==> src/rtl/rwp_pkg.sv <==
// Package: shared widths and the access-kind encoding for the refill way picker.
// Assumes a 32-bit status word with the page number at the top.
package rwp_pkg;
    localparam int unsigned REG_W    = 32;
    localparam int unsigned KIND_W   = 2;
    localparam int unsigned KIND_LSB = 8;

    typedef enum logic [KIND_W-1:0] {
        ACC_READ  = 2'd0,
        ACC_WRITE = 2'd1,
        ACC_EXEC  = 2'd2
    } acc_kind_e;
endpackage

==> src/rtl/rwp_rand_shift.sv <==
// Module: right-shifting pseudo-random register that steps only when asked.
// Feedback is the parity of the state masked by TAPS and enters at the top bit.
// Assumes step_i is a clean single-cycle qualifier.
module rwp_rand_shift #(
    parameter int unsigned         W    = 16,
    parameter logic [W-1:0]        SEED = 16'hCCCC,
    parameter logic [W-1:0]        TAPS = 16'h8805
) (
    input  logic         clk,
    input  logic         rst_n,
    input  logic         step_i,
    output logic [W-1:0] state_o
);
    logic [W-1:0] state_q;
    logic         fb;

    // Parity of the tapped bits.
    always_comb fb = ^(state_q & TAPS);

    // Load the seed on reset; shift right with feedback on a step.
    always_ff @(posedge clk) begin
        if (!rst_n)      state_q <= SEED;
        else if (step_i) state_q <= {fb, state_q[W-1:1]};
    end

    assign state_o = state_q;

    // the state holds on cycles without a step.
    a_r3_hold_when_idle: assert property (@(posedge clk) disable iff (!rst_n)
        !step_i |=> $stable(state_q));
    // the lower bits are the previous upper bits after a step.
    a_r2_shift_right: assert property (@(posedge clk) disable iff (!rst_n)
        step_i |=> state_q[W-2:0] == $past(state_q[W-1:1]));
    // a non-zero seed never reaches the all-zero lockup state.
    a_r2_never_zero: assert property (@(posedge clk) disable iff (!rst_n)
        state_q != '0);
endmodule

==> src/rtl/rwp_way_pick.sv <==
// Module: chooses the refill way.
// A permission fault reuses the way that hit; a real miss takes the random bits.
// Purely combinational; the caller registers the result.
module rwp_way_pick #(
    parameter int unsigned WAY_W = 2
) (
    input  logic             prot_i,
    input  logic [WAY_W-1:0] hit_way_i,
    input  logic [WAY_W-1:0] rand_way_i,
    output logic [WAY_W-1:0] way_o
);
    // Select the source of the way.
    always_comb way_o = prot_i ? hit_way_i : rand_way_i;
endmodule

==> src/rtl/rwp_status.sv <==
// Module: the selection and cause status words, both written on a fault edge.
// The selection word is rebuilt from zero each time.
// The cause word only replaces its page, kind and pid fields, so the bits
// between them keep their previous value.
module rwp_status
    import rwp_pkg::*;
#(
    parameter int unsigned IDX_W = 4,
    parameter int unsigned WAY_W = 2,
    parameter int unsigned VPN_W = 19,
    parameter int unsigned PID_W = 8
) (
    input  logic             clk,
    input  logic             rst_n,
    input  logic             upd_i,
    input  logic [WAY_W-1:0] way_i,
    input  logic [VPN_W-1:0] vpn_i,
    input  logic [PID_W-1:0] pid_i,
    input  acc_kind_e        kind_i,
    output logic [REG_W-1:0] sel_o,
    output logic [REG_W-1:0] cause_o
);
    localparam int unsigned VPN_LSB = REG_W - VPN_W;

    logic [REG_W-1:0] sel_q, cause_q, sel_d, cause_d;

    // Build the next selection word: index and way, everything else zero.
    always_comb begin
        sel_d = '0;
        sel_d[IDX_W-1:0]     = vpn_i[IDX_W-1:0];
        sel_d[IDX_W +: WAY_W] = way_i;
    end

    // Build the next cause word by replacing only its three fields.
    always_comb begin
        cause_d = cause_q;
        cause_d[PID_W-1:0]          = pid_i;
        cause_d[KIND_LSB +: KIND_W] = kind_i;
        cause_d[VPN_LSB +: VPN_W]   = vpn_i;
    end

    // Status registers: clear on reset, load on a fault.
    always_ff @(posedge clk) begin
        if (!rst_n) begin
            sel_q   <= '0;
            cause_q <= '0;
        end else if (upd_i) begin
            sel_q   <= sel_d;
            cause_q <= cause_d;
        end
    end

    assign sel_o   = sel_q;
    assign cause_o = cause_q;

    // both words hold on cycles without a fault.
    a_r8_hold_status: assert property (@(posedge clk) disable iff (!rst_n)
        !upd_i |=> $stable(sel_q) && $stable(cause_q));
    // the bits between the kind and page fields never change.
    a_r8_gap_kept: assert property (@(posedge clk) disable iff (!rst_n)
        upd_i |=> cause_q[VPN_LSB-1:KIND_LSB+KIND_W] ==
                  $past(cause_q[VPN_LSB-1:KIND_LSB+KIND_W]));
    // the fields of the cause word follow the fault inputs.
    a_r7_cause_fields: assert property (@(posedge clk) disable iff (!rst_n)
        upd_i |=> cause_q[PID_W-1:0] == $past(pid_i) &&
                  cause_q[REG_W-1:VPN_LSB] == $past(vpn_i));
endmodule

==> src/rtl/refill_way_picker.sv <==
// Module: top of the refill way picker.
// On each fault strobe it records the selection and cause words and steps the
// random register. Assumes fault_i is high for one cycle per fault and that
// hit_way_i is valid whenever prot_fault_i is high.
module refill_way_picker
    import rwp_pkg::*;
#(
    parameter int unsigned   RAND_W = 16,
    parameter logic [15:0]   SEED   = 16'hCCCC,
    parameter logic [15:0]   TAPS   = 16'h8805,
    parameter int unsigned   WAYS   = 4,
    parameter int unsigned   IDX_W  = 4,
    parameter int unsigned   VPN_W  = 19,
    parameter int unsigned   PID_W  = 8
) (
    input  logic              clk,
    input  logic              rst_n,
    input  logic              fault_i,
    input  logic [1:0]        acc_kind_i,
    input  logic [18:0]       vpn_i,
    input  logic [7:0]        pid_i,
    input  logic              prot_fault_i,
    input  logic [1:0]        hit_way_i,
    output logic [31:0]       sel_o,
    output logic [31:0]       cause_o,
    output logic [15:0]       rand_state_o
);
    localparam int unsigned WAY_W = $clog2(WAYS);

    logic [RAND_W-1:0] rand_q;
    logic [WAY_W-1:0]  way;
    acc_kind_e         kind;

    // Interpret the raw access-kind code.
    always_comb kind = acc_kind_e'(acc_kind_i);

    rwp_rand_shift #(.W(RAND_W), .SEED(SEED), .TAPS(TAPS)) u_rand (
        .clk     (clk),
        .rst_n   (rst_n),
        .step_i  (fault_i),
        .state_o (rand_q)
    );

    rwp_way_pick #(.WAY_W(WAY_W)) u_pick (
        .prot_i     (prot_fault_i),
        .hit_way_i  (hit_way_i),
        .rand_way_i (rand_q[WAY_W-1:0]),
        .way_o      (way)
    );

    rwp_status #(.IDX_W(IDX_W), .WAY_W(WAY_W), .VPN_W(VPN_W), .PID_W(PID_W)) u_stat (
        .clk     (clk),
        .rst_n   (rst_n),
        .upd_i   (fault_i),
        .way_i   (way),
        .vpn_i   (vpn_i),
        .pid_i   (pid_i),
        .kind_i  (kind),
        .sel_o   (sel_o),
        .cause_o (cause_o)
    );

    assign rand_state_o = rand_q;

    // a real miss records the random bits from before the step.
    a_r4_miss_way: assert property (@(posedge clk) disable iff (!rst_n)
        fault_i && !prot_fault_i |=> sel_o[IDX_W +: WAY_W] == $past(rand_q[WAY_W-1:0]));
    // a permission fault records the way that hit.
    a_r5_prot_way: assert property (@(posedge clk) disable iff (!rst_n)
        fault_i && prot_fault_i |=> sel_o[IDX_W +: WAY_W] == $past(hit_way_i));
    // the index follows the low page bits.
    a_r6_index: assert property (@(posedge clk) disable iff (!rst_n)
        fault_i |=> sel_o[IDX_W-1:0] == $past(vpn_i[IDX_W-1:0]));
endmodule

==> config.mk <==
export PLATFORM = sky130hd
export DESIGN_NAME = refill_way_picker
export DESIGN_NICKNAME = d
export VERILOG_FILES = /design/src/rtl/rwp_pkg.sv /design/src/rtl/rwp_rand_shift.sv /design/src/rtl/rwp_way_pick.sv /design/src/rtl/rwp_status.sv /design/src/rtl/refill_way_picker.sv
export SDC_FILE = /design/constraint.sdc
export NUM_CORES = 1
export LEC_CHECK = 0
export CORE_AREA = 10 10 85 87
export CTS_CLUSTER_SIZE = 20
export DETAILED_ROUTE_END_ITERATION = 10
export DIE_AREA = 0 0 95 97
export PLACE_DENSITY = 0.78
export REMOVE_ABC_BUFFERS = 1
export SLEW_MARGIN = 20
export SYNTH_ARGS = -nofsm -noshare
export SYNTH_HDL_FRONTEND = slang
export SYNTH_SLANG_ARGS = --single-unit
==> constraint.sdc <==
create_clock -name clk -period 1.8 [get_ports clk]
set_clock_uncertainty 0.2 [all_clocks]
set_input_delay 0.18 -clock clk [delete_from_list [all_inputs] [get_ports clk]]
set_output_delay 0.18 -clock clk [all_outputs]
set_load 0.005 [all_outputs]
==> key figures, run 1 <==
Status
  – Status: finished clean

Clock tree
  – Clock buffer count from CTS: 5
  – Worst-path clk slew: roughly 0.08 ns
  – CTS tree: done
  – Clock Latency Late Sink: 0.29 ns
  – Hold buffer count at cts: 0
  – Max clock buf depth: 2
  – Htree depth: 2
  – CTS resizes: 0
  – CTS Sinks: 47
  – Root buffer cell: clkbuf_8
  – # Post-CTS Setup Buffers: 0

Floorplanning
  – # IOs: 115
  – Full die area: 9220 µm²
  – Die Y: around 97 µm
  – Initial core utilization: 0.375
  – Die Wd: approximately 95 µm
  – CORE AREA: 5470 µm²
  – Rows: 27

Yosys
  – Number of synthesized register bits: 47
  – Synth Instances: between 150 and 200
  – Post-synth top area cell: dfxtp_1
  – Yosys warning total: 0
  – Synth area leaders: dfxtp_1, mux2i_1, buf_4, nor2b_1, nand2_1
  – Syn Std Cell Area: roughly 2100 µm²
  – Post-synthesis sequential area ratio: 0.459
  – Avg Inst Size Synth: roughly 11 µm²
  – Synth unique cells: 16
  – Synth top area share: 0.459

Drt
  – First DRT Iteration DRCs: 48
  – Drt first pass iters: 4
  – Aggregate routed wire length: 4.95 mm
  – DRC: 0
  – DR vias: roughly 1400
  – Routed wire per std cell: 14.3 µm
  – Vias per inst: about 4.2
  – Final ANT Viol Nets: 0

STA
  – Number of hold violations in the final report: 0
  – RSZ-0062 raised after global routing: no
  – Setup tns final: 0 ns
  – Tmin final: between 1.5 and 2 ns
  – Final setup vio count: 0
  – Max frequency: 0.620 GHz
  – Fin crit share: 0.896
  – Setup WS post-layout: 0.186 ns
  – Max-slew violation count: 0

Power and ir drop
  – Seq pwr share: 0.498
  – Max VDD drop: 458 µV
  – Clk pwr share: 0.319
  – Net Sw Power: 520 µW
  – Sw Share: 0.225
  – Cell Int Power: roughly 1.8 mW
  – PD cells: 785 nW/µm²
  – Logic pwr share: 0.183
  – Final Total Pwr: 2.31 mW
  – Static Leak: between 1 and 1.5 nW

Place
  – DPL Wire Length: ~3.9 mm
  – # port buffers: 85
  – Dpl ws: ~0.41 ns
  – RD Place Congestion: ~0.7

Flow run
  – Max-Cap Viols: 0

Setup path
  – Delay-heaviest family, CP: buffers and inverters
  – CP arrival: 1.23 ns
  – WS Path Type: flip-flop to output pin
  – CP required: 1.42 ns
  – Crit-path slowest cell: clkdlybuf4s50_1
  – Critical path cell sequence: clkdlybuf4s50_1
  – Crit path buffers/inverters: 1
  – Max incr delay on CP: 0.53 ns
  – Crit end category: output pin
  – Startpoint Class: flip-flop
  – Crit-path max FO: 4

Global route
  – Total track usage: 0.106
  – Initial antenna violation count: 0
  – Largest net degree at the start of global routing: 48
  – Vias in the first global route: 1471
  – Total gr overflow: 0
  – Global-route wire length before repair: 7.86 mm

Cells and area
  – Layout cells sized above 1: 0.0440
  – Nets: ~310
  – Antenna diodes: 0
  – Area growth syn-to-layout: 43.3%

Worst hold path
  – Hold Crit Class: primary input to flip-flop
[metal layers]
layer  up-vias  share of wire  track usage
met2        66           0.47        0.170
met3         5          0.090       0.0463
met4         0          0.010       0.0275
met1       651           0.42        0.124
met5         -              0            0
li1        721              -            -
[through the flow]
stage                     area, µm²  hold slack, ns  instances   util
after floorplan                1840          0.0419        176      -
after global placement         2840           0.262        338  0.518
after detailed placement       2840           0.273        338  0.518
after CTS                      2940           0.156        345  0.537
after global routing           2940           0.185        345  0.537
final                          2940           0.160        345  0.537
[Yosys cell counts]
master	number
buf_2	2
buf_4	36
buf_6	2
clkbuf_1	4
conb_1	1
dfxtp_1	47
inv_1	1
mux2i_1	45
nand2_1	10
nand3_1	1
nand3b_1	1
nor2b_1	37
nor3_1	1
o211a_1	2
o21ai_0	1
xnor3_1	1
[cells by family after synthesis]
family,synth area share
other,0.00183
XOR/XNOR,0.0110
buffers and inverters,0.157
AND/OR/NAND/NOR,0.140
AO/OA/AOI/OAI,0.0122
flip-flops,0.459
multiplexers,0.220
[final cells by class]
| class | instances | area, µm² |
|---|---|---|
| repair buffers | 90 | 908 |
| clock buffers | 6 | 72.6 |
| flip-flops and latches | 47 | 941 |
| well taps | 72 | 90.1 |
| fillers | 510 | 2530 |
| inverters | 1 | 3.75 |
| clock inverters | 1 | 30.0 |
| multi-input cells | 128 | 893 |
[state kept, by name, indices dropped and copies added, names as in the netlist]
| register | cells |
|---|---|
| u_rand.state_o | 16 |
| u_stat.cause_o | 29 |
| u_stat.sel_o | 2 |
[worst register-to-register path: stages (launching register included)]
cell      delay (ns)
dfxtp_1         0.39
xnor3_1         0.43
o21ai_0         0.17
nand3b_1        0.08
[power by group through the flow]
stage | sequential (mW) | clock (mW) | combinational, mW
after detailed placement | 1.17 | 0 | 0.425
final | 1.15 | 0.737 | 0.421
after global routing | 1.16 | 0.808 | 0.462
after global placement | 1.17 | 0 | 0.418
after CTS | 1.15 | 0.766 | 0.427
after floorplan | 1.18 | 0 | 0.130
[layout by cell type (no fill, tap or decap), drive strengths merged]
cell type,count
xnor3,1
nand3b,1
o21ai,1
nor2b,37
nand2,10
nor3,1
clkbuf,6
mux2i,45
nand3,1
o211a,2
conb,29
buf,6
dfxtp,47
inv,1
bufinv,1
clkdlybuf4s50,84
[worst paths after layout]
path | cells after the start | slack (ns) | to | startpoint
worst max-delay path | 1 | 0.19 | rand_state_o[0] | u_rand.state_o[0]
worst min-delay path | 3 | 0.16 | u_rand.state_o[14] | fault_i
worst max register to register | 3 | 0.43 | u_rand.state_o[15] | u_rand.state_o[11]
worst min register to register | 1 | 0.29 | u_stat.sel_o[4] | u_stat.sel_o[4]
(Power assumes the default switching activity.)
==> run 2, diff against run 1 <==
--- a/config.mk
+++ b/config.mk
@@ -11,6 +11,7 @@
 export DIE_AREA = 0 0 95 97
 export PLACE_DENSITY = 0.78
 export REMOVE_ABC_BUFFERS = 1
+export SKIP_CTS_REPAIR_TIMING = 1
 export SLEW_MARGIN = 20
 export SYNTH_ARGS = -nofsm -noshare
 export SYNTH_HDL_FRONTEND = slang
==> results of run 2 <==
Final layout, timing and power as in run 1 (identical DEF).
==> run 3, diff against run 2 <==
--- a/config.mk
+++ b/config.mk
@@ -5,10 +5,10 @@
 export SDC_FILE = /design/constraint.sdc
 export NUM_CORES = 1
 export LEC_CHECK = 0
-export CORE_AREA = 10 10 85 87
+export CORE_AREA = 2 2 77 79
 export CTS_CLUSTER_SIZE = 20
 export DETAILED_ROUTE_END_ITERATION = 10
-export DIE_AREA = 0 0 95 97
+export DIE_AREA = 0 0 79 81
 export PLACE_DENSITY = 0.78
 export REMOVE_ABC_BUFFERS = 1
 export SKIP_CTS_REPAIR_TIMING = 1
==> constraint.sdc (replaced) <==
create_clock -name clk -period 1.8 [get_ports clk]
set_clock_uncertainty 0.2 [all_clocks]
set_input_delay 0.18 -clock clk [delete_from_list [all_inputs] [get_ports clk]]
set_output_delay 0.18 -clock clk [all_outputs]
set_load 0.05 [all_outputs]
==> run 3 against run 2 <==
  * Combinational power is 77% higher
  * Critical endpoint is now u_rand.state_o[15]
  * Wire length fell by 23%
  * Setup slack gained 0.24 ns
  * Die area down 31%
  * Hold slack improved by 0.060 ns
==> key figures, run 3 (same netlist as run 1, synthesis figures left out) <==
Power and ir drop
  – Static Leak: 1.36 nW (+6.0%)
  – Max VDD drop: 480 µV (+4.9%)
  – PD cells: 983 nW/µm² (+25%)
  – Final Total Pwr: 2.78 mW (+21%)

Drt
  – DRC: 0 (unchanged)
  – Aggregate routed wire length: 3.80 mm (-23%)
  – Vias per inst: 4.10 (-2.0%)
  – Drt first pass iters: 2 (-2)
  – First DRT Iteration DRCs: 40 (-17%)
  – Routed wire per std cell: 11.0 µm (-24%)
  – Final ANT Viol Nets: 0 (unchanged)
  – DR vias: 1423 (-1.4%)

Cells and area
  – Area growth syn-to-layout: 38.0%
  – Nets: 306 (-0.65%)
  – # fillers: 550 (+7.8%)
  – Register area: 941 µm² (unchanged)
  – Layout cells sized above 1: 0.228 (+0.184)
  – Antenna diodes: 0 (unchanged)
  – Commonest non-fill, non-tap cell in the layout: buf_4
  – Final std cells w/o fill: 347 (+0.58%)
  – Post-route cell area: 2830 µm² (-3.7%)
  – Multi-input gate area in the final layout: 893 µm² (unchanged)
  – Most frequent cells in the layout: buf_4, dfxtp_1, mux2i_1, nor2b_1, clkdlybuf4s50_1
  – Largest register FFs: 29 (unchanged)
  – Final core utilization: 0.499 (-0.0384)

Place
  – Dpl ws: 0.417 ns (+0.00901 ns)
  – DPL Wire Length: 2.72 mm (-29%)
  – # port buffers: 85 (unchanged)
  – Dpl cell area: 2700 µm² (-4.9%)
  – RD Place Congestion: 0.654 (-4.1%)
  – Placed cells: 339 (+0.30%)

Global route
  – Total gr overflow: 0 (unchanged)
  – Vias in the first global route: 1250 (-15%)
  – Largest net degree at the start of global routing: 48 (unchanged)
  – Global-route wire length before repair: 5.71 mm (-27%)
  – Total track usage: 0.113 (+0.00771)
  – Initial antenna violation count: 0 (unchanged)

Floorplanning
  – Rows: 28 (+3.7%)
  – Full die area: 6400 µm² (-31%)
  – # IOs: 115 (unchanged)
  – Die Wd: 79 µm (-17%)
  – Die Y: 81 µm (-16%)
  – CORE AREA: 5680 µm² (+3.7%)
  – Initial core utilization: 0.361 (-0.0134)

Setup path
  – Critical path cell sequence: xnor3_1, o21ai_0, nand3b_1
  – Beginning of the critical path: u_rand.state_o[11]
  – Register-to-Register Path Depth: 3 (unchanged)
  – Crit-path slowest cell: xnor3_1
  – Crit end category: flip-flop
  – WS Path Type: flip-flop to flip-flop
  – Startpoint Class: flip-flop
  – Critical R2R Launch: u_rand.state_o[11]
  – CP arrival: 1.36 ns (+0.13 ns)
  – Delay-heaviest family, CP: XOR/XNOR gates
  – CP required: 1.78 ns (+0.36 ns)
  – R2r setup slk: 0.43 ns (about the same)
  – R2R Path End: u_rand.state_o[15]
  – Max incr delay on CP: 0.43 ns (-0.10 ns)
  – Crit path buffers/inverters: 0 (-1)
  – Crit-path max FO: 4 (unchanged)

STA
  – Max-slew violation count: 0 (unchanged)
  – Tmin final: 1.37 ns (-0.240 ns)
  – Hold_ws: 0.220 ns (+0.0601 ns)
  – Final setup vio count: 0 (unchanged)
  – RSZ-0062 raised after global routing: no
  – Max frequency: 0.728 GHz (+17%)
  – Setup WS post-layout: 0.426 ns (+0.240 ns)
  – Fin crit share: 0.763 (-0.133)
  – Setup tns final: 0 ns (unchanged)
  – Number of hold violations in the final report: 0 (unchanged)

Clock tree
  – Clock Latency Late Sink: 0.29 ns (about the same)
  – Max clock buf depth: 2 (unchanged)
  – Root buffer cell: clkbuf_8
  – Clock buffer count from CTS: 5 (unchanged)
  – Htree depth: 2 (unchanged)
  – CTS Sinks: 47 (unchanged)
  – CTS tree: done
  – Worst-path clk slew: 0.08 ns (about the same)

Flow run
  – Max-Cap Viols: 0 (unchanged)

Status
  – Status: finished clean

Worst hold path
  – WHS Path Cells: 4 (+1)
  – Hold Crit Start: fault_i
  – Hold EP: u_rand.state_o[11]
  – Hold Crit Class: primary input to flip-flop
==> run 3: changes by cell type in the layout (fill, tap and decap cells not counted) <==
cell / change
clkdlybuf4s50_1: -51
buf_4: +49
bufinv_16: +1
==> run 3: power by group <==
part | total [mW] | switching (mW) | internal (mW) | leakage (nW)
registers | 1.15 | 0.0437 | 1.11 | 0.389
clock network | 0.885 | 0.331 | 0.555 | 0.0654
logic | 0.745 | 0.499 | 0.246 | 0.907
==> run 3: worst max-delay path by stage <==
stage	endpoint	slack (ns)	cells after the start
2_1_floorplan	u_rand.state_o[15]	0.12	3
3_3_place_gp	u_stat.sel_o[5]	0.43	4
3_5_place_dp	u_stat.sel_o[4]	0.42	4
4_1_cts	u_rand.state_o[15]	0.43	3
5_1_grt	u_rand.state_o[15]	0.38	3
6_report	u_rand.state_o[15]	0.43	3
==> run 3: cell type report <==
cell class / count / area share
flip-flops and latches: 47 / 0.332
well taps: 75 / 0.0332
repair buffers: 88 / 0.271
clock inverters: 2 / 0.0212
inverters: 1 / 0.00133
multi-input cells: 128 / 0.316
clock buffers: 6 / 0.0256
==> run 3: worst reg2reg max path, stage by stage (launching register included) <==
cell,delay [ns]
dfxtp_1,0.38
xnor3_1,0.43
o21ai_0,0.17
nand3b_1,0.09
==> run 3: per-layer routing <==
metal / track usage / wire (µm) / vias up
met1: 0.129 / 1660 / 641
met5: 0 / 0 / -
met4: 0.0362 / 36 / 0
li1: - / - / 714
met3: 0.0411 / 312 / 4
met2: 0.198 / 1800 / 64
